<file path="src/rtl/inta_seq_pkg.sv">
package inta_seq_pkg;
  typedef enum logic [1:0] {
    P_IDLE  = 2'd0,
    P_ONE   = 2'd1,
    P_TWO   = 2'd2,
    P_THREE = 2'd3
  } pulse_e;

  localparam logic [7:0] CALL_OPCODE = 8'hCD;
endpackage

</file>
<file path="src/rtl/inta_strobe_sync.sv">
module inta_strobe_sync #(
  parameter int STAGES = 2
) (
  input  logic clk_i,
  input  logic rst_ni,
  input  logic inta_ni,
  output logic low_o,
  output logic fall_o,
  output logic rise_o
);
  logic [STAGES-1:0] chain_q;
  logic              prev_q;

  generate
    for (genvar i = 0; i < STAGES; i++) begin : g_stage
      always_ff @(posedge clk_i or negedge rst_ni) begin
        if (!rst_ni) chain_q[i] <= 1'b1;
        else if (i == 0) chain_q[i] <= inta_ni;
        else chain_q[i] <= chain_q[(i == 0) ? 0 : i-1];
      end
    end
  endgenerate

  always_ff @(posedge clk_i or negedge rst_ni) begin
    if (!rst_ni) prev_q <= 1'b1;
    else         prev_q <= chain_q[STAGES-1];
  end

  assign low_o  = ~chain_q[STAGES-1];
  assign fall_o = prev_q & ~chain_q[STAGES-1];
  assign rise_o = ~prev_q & chain_q[STAGES-1];
endmodule

</file>
<file path="src/rtl/inta_pulse_seq.sv">
module inta_pulse_seq
  import inta_seq_pkg::*;
#(
  parameter int LVL_W = 3
) (
  input  logic             clk_i,
  input  logic             rst_ni,
  input  logic             fall_i,
  input  logic             rise_i,
  input  logic             mode16_i,
  input  logic             req_valid_i,
  input  logic [LVL_W-1:0] req_level_i,
  input  logic             aeoi_en_i,
  output pulse_e           idx_o,
  output logic             mode16_o,
  output logic [LVL_W-1:0] level_o,
  output logic             isr_set_o,
  output logic             aeoi_clr_o
);
  localparam logic [LVL_W-1:0] FALLBACK_LVL = {LVL_W{1'b1}};

  pulse_e idx_q;
  logic   last_pulse;

  assign last_pulse = mode16_o ? (idx_q == P_TWO) : (idx_q == P_THREE);

  always_ff @(posedge clk_i or negedge rst_ni) begin
    if (!rst_ni) begin
      idx_q      <= P_IDLE;
      mode16_o   <= 1'b0;
      level_o    <= '0;
      isr_set_o  <= 1'b0;
      aeoi_clr_o <= 1'b0;
    end else begin
      isr_set_o  <= 1'b0;
      aeoi_clr_o <= 1'b0;
      if (fall_i) begin
        unique case (idx_q)
          P_IDLE: begin
            idx_q     <= P_ONE;
            mode16_o  <= mode16_i;
            level_o   <= req_valid_i ? req_level_i : FALLBACK_LVL;
            isr_set_o <= 1'b1;
          end
          P_ONE:   idx_q <= P_TWO;
          P_TWO:   idx_q <= P_THREE;
          P_THREE: idx_q <= P_THREE;
          default: idx_q <= P_IDLE;
        endcase
      end else if (rise_i && last_pulse) begin
        idx_q      <= P_IDLE;
        aeoi_clr_o <= aeoi_en_i;
      end
    end
  end

  assign idx_o = idx_q;
endmodule

</file>
<file path="src/rtl/inta_byte_fmt.sv">
module inta_byte_fmt
  import inta_seq_pkg::*;
#(
  parameter int DATA_W = 8,
  parameter int LVL_W  = 3,
  localparam int ADDR_W = 2 * DATA_W,
  localparam int VB_W   = DATA_W - LVL_W
) (
  input  pulse_e            idx_i,
  input  logic              mode16_i,
  input  logic [LVL_W-1:0]  level_i,
  input  logic [ADDR_W-1:0] base_addr_i,
  input  logic [VB_W-1:0]   vec_base_i,
  input  logic              spacing8_i,
  input  logic              strobe_low_i,
  output logic [DATA_W-1:0] data_o,
  output logic              drive_o
);
  logic [ADDR_W-1:0] offset;
  logic [ADDR_W-1:0] handler;
  logic [DATA_W-1:0] byte_sel;
  logic              data_pulse;

  assign offset  = ADDR_W'(level_i) << (spacing8_i ? 3 : 2);
  assign handler = base_addr_i + offset;

  always_comb begin
    byte_sel   = '0;
    data_pulse = 1'b0;
    if (mode16_i) begin
      if (idx_i == P_TWO) begin
        byte_sel   = {vec_base_i, level_i};
        data_pulse = 1'b1;
      end
    end else begin
      unique case (idx_i)
        P_ONE:   begin byte_sel = CALL_OPCODE;             data_pulse = 1'b1; end
        P_TWO:   begin byte_sel = handler[DATA_W-1:0];      data_pulse = 1'b1; end
        P_THREE: begin byte_sel = handler[ADDR_W-1:DATA_W]; data_pulse = 1'b1; end
        default: ;
      endcase
    end
  end

  assign drive_o = data_pulse & strobe_low_i;
  assign data_o  = drive_o ? byte_sel : '0;
endmodule

</file>
<file path="src/rtl/inta_vector_seq.sv">
module inta_vector_seq
  import inta_seq_pkg::*;
#(
  parameter int DATA_W      = 8,
  parameter int LVL_W       = 3,
  parameter int SYNC_STAGES = 2,
  localparam int ADDR_W = 2 * DATA_W,
  localparam int VB_W   = DATA_W - LVL_W
) (
  input  logic              clk_i,
  input  logic              rst_ni,
  input  logic              inta_ni,
  input  logic              mode16_i,
  input  logic              req_valid_i,
  input  logic [LVL_W-1:0]  req_level_i,
  input  logic [ADDR_W-1:0] base_addr_i,
  input  logic [VB_W-1:0]   vec_base_i,
  input  logic              spacing8_i,
  input  logic              aeoi_en_i,
  output logic [DATA_W-1:0] data_o,
  output logic              drive_o,
  output logic              isr_set_o,
  output logic              aeoi_clr_o,
  output logic [LVL_W-1:0]  level_o
);
  logic   strobe_low, strobe_fall, strobe_rise;
  pulse_e idx;
  logic   mode16_q;

  inta_strobe_sync #(.STAGES(SYNC_STAGES)) u_sync (
    .clk_i  (clk_i),
    .rst_ni (rst_ni),
    .inta_ni(inta_ni),
    .low_o  (strobe_low),
    .fall_o (strobe_fall),
    .rise_o (strobe_rise)
  );

  inta_pulse_seq #(.LVL_W(LVL_W)) u_seq (
    .clk_i      (clk_i),
    .rst_ni     (rst_ni),
    .fall_i     (strobe_fall),
    .rise_i     (strobe_rise),
    .mode16_i   (mode16_i),
    .req_valid_i(req_valid_i),
    .req_level_i(req_level_i),
    .aeoi_en_i  (aeoi_en_i),
    .idx_o      (idx),
    .mode16_o   (mode16_q),
    .level_o    (level_o),
    .isr_set_o  (isr_set_o),
    .aeoi_clr_o (aeoi_clr_o)
  );

  inta_byte_fmt #(.DATA_W(DATA_W), .LVL_W(LVL_W)) u_fmt (
    .idx_i       (idx),
    .mode16_i    (mode16_q),
    .level_i     (level_o),
    .base_addr_i (base_addr_i),
    .vec_base_i  (vec_base_i),
    .spacing8_i  (spacing8_i),
    .strobe_low_i(strobe_low),
    .data_o      (data_o),
    .drive_o     (drive_o)
  );
endmodule

</file>
<file path="config.mk">
export PLATFORM = sky130hd
export DESIGN_NAME = inta_vector_seq
export DESIGN_NICKNAME = d
export VERILOG_FILES = /design/src/rtl/inta_seq_pkg.sv /design/src/rtl/inta_strobe_sync.sv /design/src/rtl/inta_pulse_seq.sv /design/src/rtl/inta_byte_fmt.sv /design/src/rtl/inta_vector_seq.sv
export SDC_FILE = /design/constraint.sdc
export NUM_CORES = 1
export LEC_CHECK = 0
export BUFFER_PORTS_ARGS = -buffer_cell sky130_fd_sc_hd__buf_2
export CORE_MARGIN = 2
export CORE_UTILIZATION = 42
export DETAILED_ROUTE_END_ITERATION = 6
export GPL_ROUTABILITY_DRIVEN = 0
export PLACE_DENSITY = 0.72
export SYNTH_ARGS = -nofsm -noshare
export SYNTH_HDL_FRONTEND = slang
export SYNTH_SLANG_ARGS = --single-unit
</file>
<file path="constraint.sdc">
create_clock -name clk_i -period 6.9 [get_ports clk_i]
set_input_delay 1.035 -clock clk_i [delete_from_list [all_inputs] [get_ports clk_i]]
set_output_delay 1.035 -clock clk_i [all_outputs]
set_load 0.02 [all_outputs]
</file>
==> qor.yml <==
cts:
  worst_skew_pair.late_latency_ns: 0.27
  cts_setup_buffers: 0
  cts_buffers: 3
  ctsResizeCount: 0
  cts_hold_buf: 0
  clkSlewWorstSetupHoldPaths_ns: 0.07
  ctsHtreeMaxLevel: 1
  cts_sinks: 11
  max-clock-path-buffers: 2
  cts_tree: "done"
  cts_root_buf: "clkbuf_4"
synth:
  synth_top_family_by_area: "compound AO/OA/AOI/OAI gates"
  synth_edf_count: 0
  yosysUniqueCellTypes: 43
  ys_ff_latch: 11
  seq_area_frac_synth: 0.265
  netlist_area_sq_mm: 0.00105
  synth_top_cell_by_area: "dfrtp_1"
  synth-simple-area-share: 0.206
  synthArstFlopShare: 1.00
  muxShareOfSynthArea: 0.0607
  syn_area_per_cell_sq_um: 8.08
  yosysWarnings: 0
  synth_xor_area_frac: 0.100
  synth_ff_type: "dfrtp_1"
  synth_fa_ha_area_frac: 0.0667
  synth_compound_area_frac: 0.227
  ys_top_cells_by_area: "dfrtp_1 19%, dfstp_2 7.5%, xor2_1 5.8%"
  syn_nets: 166
  yosysTopAreaCellShare: 0.190
  netlist_instances: 130
finish:
  multiInputGateArea_sq_um: 694
  areaGrowthSynthToFinish_pct: 24.3
  layout_commonest_cell: "buf_2"
  drive_above_1_share: 0.337
  regArea_sq_um: 279
  final_cell_mix: "44 x buf_2, 11 x inv_1, 11 x nand2_1, 10 x nor2_1, 8 x dfrtp_1"
  final_util: 0.537
  diodes: 0
  finalNetCount: 209
  fillers: 245
grt:
  grt.total_usage: 0.193
  grt_max_degree: 21
  grt_overflow: 0
  grt_pass1_wl_mm: 4.11
  grt_pass1_vias: 988
  antenna_found_initial: 0
run:
  max_cap_violations: 0
timing:
  worst_hold_slack_ns: 0.350
  timing.final.crit_share: 0.615
  grt_setup_unrepaired: "no"
  setup_viol: 0
  max_freq_mhz: 236
  maxSlewViolCount: 0
  fin_crit_ns: 4.24
  hold_violations: 0
  tightest_slew_ns: 0.636
  finClkSkew_ns: 0.00656
  relSlewSlack: 0.576
  setup_tns_ns: 0
drt:
  vias: 1059
  drtIter0Drc: 8
  viasPerCell: 5.24
  wire_per_inst_um: 12.4
  post-route-drc-count: 0
  dr.pass1.iters: 4
  drt_wl_total_mm: 2.51
  ant_nets: 0
status:
  outcome: "finished clean"
setup_path:
  crit_required_ns: 5.86
  crit_path_max_fanout: 5
  endpoint_kind: "primary output"
  crit_top_cell: "buf_2"
  slowest_delay_ns: 0.39
  crit_path_cell_trace: "buf_2, nor2b_1, ha_1, inv_1, fa_1, nand2b_1, a211oi_4, and3_1, xnor2_1, a221oi_2, buf_2"
  reg2reg_slack_ns: 5.34
  worst-setup-path-type: "in2out"
  r2r_cells: 3
  crit_slowest_cell: "fa_1"
  cp-start-kind: "primary input"
  cp.arrival_ns: 3.21
floorplanning:
  core-area_sq_mm: 0.00243
  die_x_um: 54.0
  fp-row-count: 18
  floorplan.initialDensity: 0.432
  die_h_um: 54.0
  ios: 45
  fp.dieArea_sq_mm: 0.00292
worst_hold_path:
  hp-class: "reg2reg"
  min_path_cells: 0
placed_design:
  port_buffers: 44
  dp_hpwl_mm: 2.03
power:
  share_comb_of_total_power: 0.615
  power_density_mw_per_mm2: 340
  p_switching_mw: 0.223
  p_int_mw: 0.221
  pwr-share-clk: 0.096
  switching_share: 0.502
  power_frac_seq: 0.289
  leakagePower_nw: 0.629
  ir_drop_mv: 0.221
[path summary, 6_finish.rpt]
path	start	to
setup / recovery	spacing8_i	data_o[2]
hold / removal	u_sync.chain_q[0]	u_sync.chain_q[1]
setup reg to reg	u_sync.prev_q	u_seq.mode16_o
hold reg to reg	u_sync.chain_q[0]	u_sync.chain_q[1]
max in group asynchronous	rst_ni	u_sync.chain_q[0]
min in group asynchronous	rst_ni	u_seq.idx_o[1]
[flip-flops by register name, summed over array words and instances (netlist names)]
register / flops
u_seq.level_o: 3
u_seq.idx_o: 2
u_sync.chain_q: 2
u_seq.aeoi_clr_o: 1
u_seq.isr_set_o: 1
u_seq.mode16_o: 1
u_sync.prev_q: 1
[per-stage QoR]
stage	setup slack, ns	area, sq um	instances	power (mW)
finish	2.66	1310	202	0.444
global route	2.51	1310	202	0.489
CTS	2.66	1310	202	0.447
detailed placement	2.65	1280	198	0.401
global placement	2.76	1280	198	0.394
floorplan	2.96	1050	130	0.331
[synthesized netlist by cell type, drive strengths merged (2+ instances only)]
library cell / instances
inv: 13
nand2: 11
nor2: 11
a21oi: 8
dfrtp: 8
xor2: 7
buf: 5
nand3: 5
o22ai: 5
xnor2: 5
a31oi: 4
ha: 4
o21ai: 4
dfstp: 3
mux2: 3
mux2i: 3
nand2b: 3
a211oi: 2
a21o: 2
a221oi: 2
and2: 2
and3: 2
nand4: 2
nor2b: 2
nor3: 2
[metal layers]
layer	global-route usage	vias to the layer above	part of all wire
met5	0	-	0
met4	0.0625	0	0.013
met3	0.0528	4	0.059
met2	0.329	33	0.46
met1	0.233	480	0.46
li1	-	542	-
[critical path: cells and delay by family]
kind	cells	cell delay (ns)
AO/OA/AOI/OAI	2	0.59
XOR/XNOR	1	0.08
adder cells (fa/ha/maj)	2	0.56
buffers and inverters	3	0.38
AND/OR/NAND/NOR	3	0.56
[area by class of cell]
class	count	area share
Inverter	13	0.0374
Multi-Input combinational cell	100	0.532
Clock buffer	4	0.0201
Sequential cell	11	0.214
Timing Repair Buffer	44	0.169
Tap cell	30	0.0287
[power by group through the flow]
stage                     Combinational, mW  Sequential [mW]  Clock, mW
after floorplan                       0.225            0.106          0
after global placement                0.266            0.128          0
after detailed placement              0.272            0.129          0
after CTS                             0.274            0.127     0.0457
after global routing                  0.305            0.134     0.0491
final                                 0.273            0.128     0.0428
[logic make-up (layout without fill, tap and decap cells)]
logic type	Yosys count	after routing
xor gates and xnor gates	12	12
AOI/OAI and AO/OA	33	33
muxes	6	6
and+or+nand+nor	44	44
adders and majority gates	5	5
DFF	11	11
buffers and inverters	19	61
No activity file was read; power rests on OpenSTA's default activity.
